$ cat config.mk
export PLATFORM = sky130hd
export DESIGN_NAME = rld_timer
export DESIGN_NICKNAME = d
export VERILOG_FILES = /design/src/rtl/rld_timer_pkg.sv /design/src/rtl/rld_sync_edge.sv /design/src/rtl/rld_prescaler.sv /design/src/rtl/rld_core.sv /design/src/rtl/rld_timer.sv
export SDC_FILE = /design/constraint.sdc
export NUM_CORES = 1
export LEC_CHECK = 0
export ABC_AREA = 0
export ABC_CLOCK_PERIOD_IN_PS = 2100
export BUFFER_PORTS_ARGS = -buffer_cell sky130_fd_sc_hd__buf_2
export CAP_MARGIN = 20
export CORE_MARGIN = 1.5
export CORE_UTILIZATION = 40
export CTS_CLUSTER_SIZE = 12
export DETAILED_ROUTE_END_ITERATION = 12
export GPL_TIMING_DRIVEN = 0
export PLACE_DENSITY = 0.61
export SYNTH_ARGS = -nofsm -noshare
export SYNTH_HDL_FRONTEND = slang
export SYNTH_SLANG_ARGS = --single-unit
$ cat constraint.sdc
create_clock -name clk -period 2.1 [get_ports clk]
set_input_delay 0.21 -clock clk [delete_from_list [all_inputs] [get_ports clk]]
set_output_delay 0.21 -clock clk [all_outputs]
set_load 0.1 [all_outputs]
$ cat src/rtl/rld_timer_pkg.sv
package rld_timer_pkg;

    localparam int MODE_W = 3;

    typedef enum logic [MODE_W-1:0] {
        MD_OFF    = 3'd0,
        MD_EVENT  = 3'd1,
        MD_TIMER  = 3'd2,
        MD_GATE_A = 3'd3,
        MD_GATE_B = 3'd4
    } mode_e;

    typedef struct packed {
        logic level;
        logic rise;
        logic fall;
    } edge_t;

    function automatic mode_e decode_mode(input logic [MODE_W-1:0] code);
        case (code)
            3'd1:    return MD_EVENT;
            3'd2:    return MD_TIMER;
            3'd3:    return MD_GATE_A;
            3'd4:    return MD_GATE_B;
            default: return MD_OFF;
        endcase
    endfunction

    function automatic logic is_gated(input mode_e m);
        return (m == MD_GATE_A) || (m == MD_GATE_B);
    endfunction

endpackage

$ cat src/rtl/rld_sync_edge.sv
module rld_sync_edge
    import rld_timer_pkg::*;
#(
    parameter int STAGES = 2
) (
    input  logic  clk,
    input  logic  rst,
    input  logic  din,
    output edge_t ev
);
    logic [STAGES-1:0] chain;
    logic              prev;

    always_ff @(posedge clk) begin
        if (rst) begin
            chain <= '0;
            prev  <= 1'b0;
        end else begin
            chain <= {chain[STAGES-2:0], din};
            prev  <= chain[STAGES-1];
        end
    end

    assign ev.level = chain[STAGES-1];
    assign ev.rise  = chain[STAGES-1] & ~prev;
    assign ev.fall  = ~chain[STAGES-1] & prev;
endmodule

$ cat src/rtl/rld_prescaler.sv
module rld_prescaler #(
    parameter int DIV = 32
) (
    input  logic clk,
    input  logic rst,
    input  logic clr,
    input  logic en,
    output logic tick
);
    localparam int PW = (DIV > 1) ? $clog2(DIV) : 1;
    localparam logic [PW-1:0] LAST = PW'(DIV - 1);

    logic [PW-1:0] phase;

    assign tick = en && !clr && (phase == LAST);

    always_ff @(posedge clk) begin
        if (rst || clr) begin
            phase <= '0;
        end else if (en) begin
            phase <= (phase == LAST) ? '0 : phase + 1'b1;
        end
    end
endmodule

$ cat src/rtl/rld_core.sv
module rld_core #(
    parameter int W = 8
) (
    input  logic         clk,
    input  logic         rst,
    input  logic         evt,
    input  logic         run,
    input  logic         load,
    input  logic [W-1:0] ldata,
    output logic [W-1:0] count,
    output logic         set_pls,
    output logic         clr_pls
);
    localparam logic [W-1:0] ONE = W'(1);

    logic [W-1:0] hold;
    logic [W-1:0] refill;

    // a running load in the reload cycle feeds the counter directly
    assign refill = load ? ldata : hold;

    always_ff @(posedge clk) begin
        if (rst) begin
            count   <= '0;
            hold    <= '0;
            set_pls <= 1'b0;
            clr_pls <= 1'b0;
        end else begin
            set_pls <= 1'b0;
            clr_pls <= 1'b0;
            if (load && !run) begin
                count   <= ldata;
                hold    <= ldata;
                clr_pls <= 1'b1;
            end else begin
                if (load) hold <= ldata;
                if (evt) begin
                    if (count == ONE) begin
                        count   <= refill;
                        set_pls <= 1'b1;
                    end else begin
                        count <= count - ONE;
                    end
                end
            end
        end
    end
endmodule

$ cat src/rtl/rld_timer.sv
module rld_timer
    import rld_timer_pkg::*;
#(
    parameter int CNT_W     = 8,
    parameter int PRE_DIV   = 32,
    parameter int SYNC_STGS = 2
) (
    input  logic             clk,
    input  logic             rst,
    input  logic             cmd_load,
    input  logic [CNT_W-1:0] load_data,
    input  logic             cmd_stop,
    input  logic             cmd_start,
    input  logic [2:0]       start_mode,
    input  logic             ext_evt,
    input  logic             flag_a,
    input  logic             flag_b,
    output logic [CNT_W-1:0] count_val,
    output logic             running,
    output logic             irq_set,
    output logic             irq_clr
);
    localparam int N_IN = 3;

    logic [N_IN-1:0] raw_in;
    edge_t           ev [N_IN];

    assign raw_in = {flag_b, flag_a, ext_evt};

    genvar gi;
    generate
        for (gi = 0; gi < N_IN; gi++) begin : g_sync
            rld_sync_edge #(.STAGES(SYNC_STGS)) sync_i (
                .clk (clk),
                .rst (rst),
                .din (raw_in[gi]),
                .ev  (ev[gi])
            );
        end
    endgenerate

    mode_e mode;
    logic  gate_end;
    logic  gate_lvl, gate_fall;
    logic  pre_en, pre_tick, cnt_evt;
    logic  core_set;

    always_comb begin
        gate_lvl  = 1'b0;
        gate_fall = 1'b0;
        if (mode == MD_GATE_A) begin
            gate_lvl  = ev[1].level;
            gate_fall = ev[1].fall;
        end else if (mode == MD_GATE_B) begin
            gate_lvl  = ev[2].level;
            gate_fall = ev[2].fall;
        end
    end

    always_ff @(posedge clk) begin
        if (rst) begin
            mode     <= MD_OFF;
            gate_end <= 1'b0;
        end else begin
            gate_end <= 1'b0;
            if (cmd_stop) begin
                mode <= MD_OFF;
            end else if (cmd_start) begin
                mode <= decode_mode(start_mode);
            end else if (is_gated(mode) && gate_fall) begin
                mode     <= MD_OFF;
                gate_end <= 1'b1;
            end
        end
    end

    assign pre_en = (mode == MD_TIMER) || gate_lvl;

    rld_prescaler #(.DIV(PRE_DIV)) pre_i (
        .clk  (clk),
        .rst  (rst),
        .clr  (cmd_start),
        .en   (pre_en),
        .tick (pre_tick)
    );

    always_comb begin
        case (mode)
            MD_EVENT: cnt_evt = ev[0].rise;
            MD_TIMER,
            MD_GATE_A,
            MD_GATE_B: cnt_evt = pre_tick;
            default:   cnt_evt = 1'b0;
        endcase
    end

    assign running = (mode != MD_OFF);

    rld_core #(.W(CNT_W)) core_i (
        .clk     (clk),
        .rst     (rst),
        .evt     (cnt_evt),
        .run     (running),
        .load    (cmd_load),
        .ldata   (load_data),
        .count   (count_val),
        .set_pls (core_set),
        .clr_pls (irq_clr)
    );

    assign irq_set = core_set | gate_end;
endmodule

## Word-level counts from Yosys, hierarchy flattened

Index checks and enable logic that the tools add are counted.

| storage, ports and cells | value |
|---|---|
| flip-flop bits (word level) | 36 |
| output and inout bits | 11 |
| bits of input ports | 19 |

| operators by class | value |
|---|---|
| bitwise logic cells | 8 |
| muxes and demuxes | 17 |
| equal/unequal tests | 10 |
| add/subtract/negate cells | 2 |
| reduce and logical (&&, ||, !) cells | 16 |

Operator list:

| operator | number |
|---|---|
| $mux W8 | 5 |
| $eq A3 B2 Y1 const B | 4 |
| $pmux W3 S4 | 1 |
| $reduce_or A3 Y1 | 3 |
| $eq A8 B1 Y1 const B | 1 |
| $sub A8 B1 Y8 const B | 1 |
| $mux W1 | 7 |
| $eq A3 B1 Y1 const B | 2 |
| $eq A3 B3 Y1 const B | 2 |
| $mux W3 | 2 |
| $add A5 B1 Y5 const B | 1 |
| $eq A5 B5 Y1 const B | 1 |
| $mux W5 | 1 |
| $logic_and A1 B1 Y1 | 4 |
| $not A1 Y1 | 4 |
| $reduce_bool A2 Y1 | 2 |
| $and A1 B1 Y1 | 3 |
| $logic_or A1 B1 Y1 | 3 |
| $reduce_bool A3 Y1 | 1 |
| $logic_not A1 Y1 | 2 |
| $pmux W1 S2 | 1 |
| $reduce_or A2 Y1 | 1 |
| $or A1 B1 Y1 | 1 |

## Longest topological paths before layout

| depth | value |
|---|---|
| depth in word-level cells | 9 |
| mapped depth | 8 |
| gate-level depth less buffers | 7 |

## Hierarchy

A second synthesis with hierarchy kept.

| unflattened totals | value |
|---|---|
| cells, all modules | 186 |
| area, all modules | 1803.0 µm² |

Modules (own cells, without submodules):

| module | times used | cells each | area an instance (µm²) | sequential area each (µm²) |
|---|---|---|---|---|
| rld_core | 1 | 106 | 980.9 | 360.3 |
| rld_sync_edge | 3 | 9 | 98.8 | 60.1 |
| rld_timer | 1 | 28 | 284.0 | 80.1 |
| rld_prescaler | 1 | 25 | 241.5 | 100.1 |

## Worst setup path after synthesis

Ideal clock, no wire load.

| path | value |
|---|---|
| path kind | reg-to-reg |
| start | register core_i.count[1] |
| end | register core_i.count[6] |
| data required time | 2.025 ns |
| data arrival time | 2.408 ns |
| period minus slack after synthesis | 2.482 ns |
| stages on the path, launching flop included | 9 |
| setup time | 0.075 ns |
| setup slack | -0.382 ns |
| path through | dfxtp_1 > inv_1 > ha_1 > nor3b_1 > nand2b_4 > buf_6 > o21ai_0 > a2111o_1 > a31oi_1 |

| on the way | value |
|---|---|
| longest elaborated chain between the ends | 4 |
| elaborated cells on any way between the ends | 5 |
| those cells by class | 1 x add/sub; 1 x eq/ne; 3 x mux |

RTL lines:

| element | line | source |
|---|---|---|
| from (decl) | rld_core.sv:10 | `output logic [W-1:0] count,` |
| from (signal assigned) | rld_core.sv:32 | `count <= ldata;` |
| from (signal assigned) | rld_core.sv:39 | `count <= refill;` |
| from (signal assigned) | rld_core.sv:42 | `count <= count - ONE;` |
| $sub A8 B1 Y8 / $eq A8 B1 Y1 (equally long branches) | rld_core.sv:42, rld_core.sv:38 |  |
| $mux W8 * | rld_core.sv:38 | `if (count == ONE) begin` |
| $mux W8 * | rld_core.sv:37 | `if (evt) begin` |
| $mux W8 * | rld_core.sv:31 | `if (load && !run) begin` |

Every way passes the cells marked *; elsewhere a longest branch is shown, timed or not. The select of a mux whose other input is x is not followed.
A chain may end at the register's enable or synchronous reset.

## Final worst setup path

| path | value |
|---|---|
| start | register pre_i.phase[0] |
| end | register core_i.count[0] |

| on the way | value |
|---|---|
| longest elaborated chain between the ends | 4 |

RTL lines:

| element | line | source |
|---|---|---|
| from (decl) | rld_prescaler.sv:13 | `logic [PW-1:0] phase;` |
| from (signal assigned) | rld_prescaler.sv:21 | `phase <= (phase == LAST) ? '0 : phase + 1'b1;` |
| $eq A5 B5 Y1 | rld_prescaler.sv:15 | `assign tick = en && !clr && (phase == LAST);` |
| $logic_and A1 B1 Y1 | rld_prescaler.sv:15 |  |
| $pmux W1 S2 | rld_timer.sv:88 | `case (mode)` |
| $reduce_bool A2 Y1 (no line) | n/a |  |

Every way passes these cells.

==> impl_results.md <==
* Status: completed
* Sequential share of the synthesized area at 0.426
* Number of synthesized flops with an enable pin at 0
* Die area at 0.00463 sq mm
* H-tree levels at 2
* Worst vdd ir at 0.521 mV
* Die Wd at 68.1 microns
* DRC at 0
* Unique masters post-synth at between 40 and 50
* Crit path capture type: flip-flop
* Layout cells sized above 1 at 0.288
* Post-layout util at 0.508
* Antenna violations before repair at 0
* Worst-path maximum fanout at 6
* Leak Pwr at 0.000866 uW
* Final setup margin at 0.0837 ns
* Asr flop ratio synth at 0
* Post-Place Cells at 261
* GP Congestion at 0.828
* Top routing layer in use: met4
* Met3 Routed Length at ~130 microns
* Core box area at 0.00403 sq mm
* DP Wirelength at 2.61 mm
* GRT Total Usage at 0.173
* Met1 WL at 1.76 mm
* FP Rows at 23
* Hold_sp: ext_evt
* Starting density of the core at 0.420
* # setup viols final at 0
* Slew margin rel. at 0.573
* Num ports at 30
* Yosys warning total at 0
* Pre-CTS setup slack at -0.0251 ns
* Syn_nets at around 210
* Hold Path Stages at 2
* Met2 wire length at 1.64 mm
* Largest net degree at the start of global routing at 13
* Synth top area share at 0.426
* Final Slew Violations at 0
* Port Buffers at 28
* Clk sink count at 36
* Root buffer cell: clkbuf_8
* Layout Skew at roughly 0.0027 ns
* Vias in the first global route at 1248
* Pre-Repair DR Iteration Count at 4
* Worst Hold End: g_sync[0].sync_i.chain[0]$_SDFF_PP0_
* Clock transition at the registers of the reported paths at around 0.070 ns
* Kind of critical path: flip-flop to flip-flop
* Reg2Reg Capture Point: core_i.count[0]$_SDFFE_PP0P_
* TritonCTS clock tree: yes
* Top FF cell, synth: dfxtp_1
* DR WL/cell at 13.3 microns
* Critical path startpoint category: flip-flop
* Grt ovf at 0
* Via/cell ratio at between 5 and 6
* Minimum clock period at 2.02 ns
* Cells after Synth at between 150 and 200
* Die Y at 68.1 microns
* Worst-margin pin slew at 0.641 ns
* Arr. time, crit path at about 2.2 ns
* Clock Latency Late Sink at 0.29 ns
* Max Cap Viol at 0
* Postcts setup bufs at 0
* Max Root-Sink Buffers at 2
* Max Clk Rate at 496 MHz
* FF-to-FF Start: pre_i.phase[0]$_SDFFE_PP0N_
* Routed vias at 1406
* # diodes at 0
* CTS buffer count at 5
* Netlist Area Pre-Place at 0.00169 sq mm
* Power per cell area at 750 mW/mm^2
* First-pass GRT wire length at 5.82 mm
* Initial DRC Count at 130
* Final hold vios at 0
* Synthesis-stage register bit count at 36
* Final wirelength at 3.58 mm
* Hold buffer count at CTS at 0
* Average cell area after synthesis at 9.25 sq um
* Synth top area cells: dfxtp_1 (43%), mux2i_1 (9.5%), nor2_1 (3.8%), nand3_1 (3.5%), nor2b_1 (3.3%)
* Worst-case reg-to-reg path depth at 7
* FF-to-FF setup slack at 0.08 ns
* # nets final at 241
* Area leader, netlist: dfxtp_1
* WHS at roughly 0.12 ns
* CP required at 2.30 ns
* Non-Filler Instances at 269
* Final ANT Viol Nets at 0
* Fin crit share at 0.960
* Area added between synthesis and finish at 21.0%
* Tightest Hold Check Type: input port to flip-flop
synth_stat cells, types with 5 or more instances:
cell      instances
clkbuf_1          7
dfxtp_1          36
nor3_1           10
nand3b_1          5
inv_1             7
mux2i_1          16
a21oi_1           7
nor2_1           17
nor2b_1           9
nand3_1          12
o21ai_0          10
kinds of logic (layout without fill, tap and decap cells):
logic type / Yosys count / after routing / share of synthesized area
XOR/XNOR: 3 / 3 / 0.0155
multiplexers: 16 / 16 / 0.0946
AO/OA/AOI/OAI: 36 / 36 / 0.150
adder cells (fa/ha/maj): 4 / 4 / 0.0296
buffers and inverters: 17 / 53 / 0.0473
flip-flops: 36 / 36 / 0.426
AND/OR/NAND/NOR: 71 / 71 / 0.237
placed cells by master (no fill, tap or decap), drive strengths merged, types with 2 or more instances in the layout:
master	count
a211o	2
ha	4
nand2b	3
o31a	2
mux2i	16
or3b	2
nand3	12
inv	7
or2	3
nand3b	5
a211oi	2
or4	2
dfxtp	36
a21oi	7
a311oi	2
clkinvlp	2
o21ai	10
nor3	10
nor2b	9
buf	30
clkbuf	14
nand2	3
a31oi	4
xor2	3
nor2	17
worst max-delay path by stage:
stage / slack (ns) / cells after the start / to / startpoint
finish: 0.08 / 7 / core_i.count[0]$_SDFFE_PP0P_ / pre_i.phase[0]$_SDFFE_PP0N_
global route: -0.04 / 7 / core_i.count[0]$_SDFFE_PP0P_ / pre_i.phase[0]$_SDFFE_PP0N_
CTS: 0.01 / 7 / core_i.count[0]$_SDFFE_PP0P_ / pre_i.phase[0]$_SDFFE_PP0N_
detailed placement: -0.03 / 7 / core_i.count[0]$_SDFFE_PP0P_ / pre_i.phase[0]$_SDFFE_PP0N_
global placement: -0.02 / 7 / core_i.count[0]$_SDFFE_PP0P_ / pre_i.phase[0]$_SDFFE_PP0N_
floorplan: -0.008 / 8 / core_i.count[6]$_SDFFE_PP0P_ / core_i.count[1]$_SDFFE_PP0P_
registers in the layout, summed over array words and instances, names as in the netlist:
signal / cells
core_i.count: 8
g_sync.sync_i.chain: 6
core_i.clr_pls: 1
core_i.set_pls: 1
mode: 3
g_sync.sync_i.prev: 3
gate_end: 1
core_i.hold: 8
pre_i.phase: 5
worst max-delay path, cell delays in order, from the launching register on:
cell and delay, ns:
dfxtp_4 0.37, ha_1 0.18, and3_4 0.20, ha_4 0.15, inv_1 0.05, o32a_1 0.42, a211o_1 0.31, a311oi_2 0.25
per-layer routing:
metal  global-route usage  vias to the layer above
met5                    0                        -
met4               0.0600                        0
met3               0.0543                        6
met2                0.262                       25
met1                0.230                      645
li1                     -                      730
power by group:
group          leakage, uW  internal, uW  switching, uW  total (uW)
clock network    0.0000434           265            249         514
registers         0.000299           712           22.9         735
logic             0.000523          95.4            191         287
total             0.000866          1070            463        1540
repair_timing:
item                                    CTS  global route
pin swaps                                 1             1
gates resized for setup                   1             8
endpoints found under the setup margin    3             5
layout make-up:
| cell class | instances | area, sq um |
|---|---|---|
| Fill cell | 412 | 1980 |
| Multi-Input combinational cell | 130 | 932 |
| Sequential cell | 36 | 736 |
| Timing Repair Buffer | 28 | 140 |
| Clock buffer | 6 | 82.6 |
| Tap cell | 50 | 62.6 |
| Buffer | 10 | 53.8 |
| Inverter | 7 | 26.3 |
| Clock inverter | 2 | 15.0 |
metrics by stage:
stage	TNS, ns	total power (uW)	instance area [sq um]
after floorplan	-0.00788	970	1700
after global placement	-0.0192	1040	1910
after detailed placement	-0.0251	1030	1910
after CTS	0	1550	2010
after global routing	-0.0351	1620	2050
final	0	1540	2050
Power figures use the tool's default switching activity.
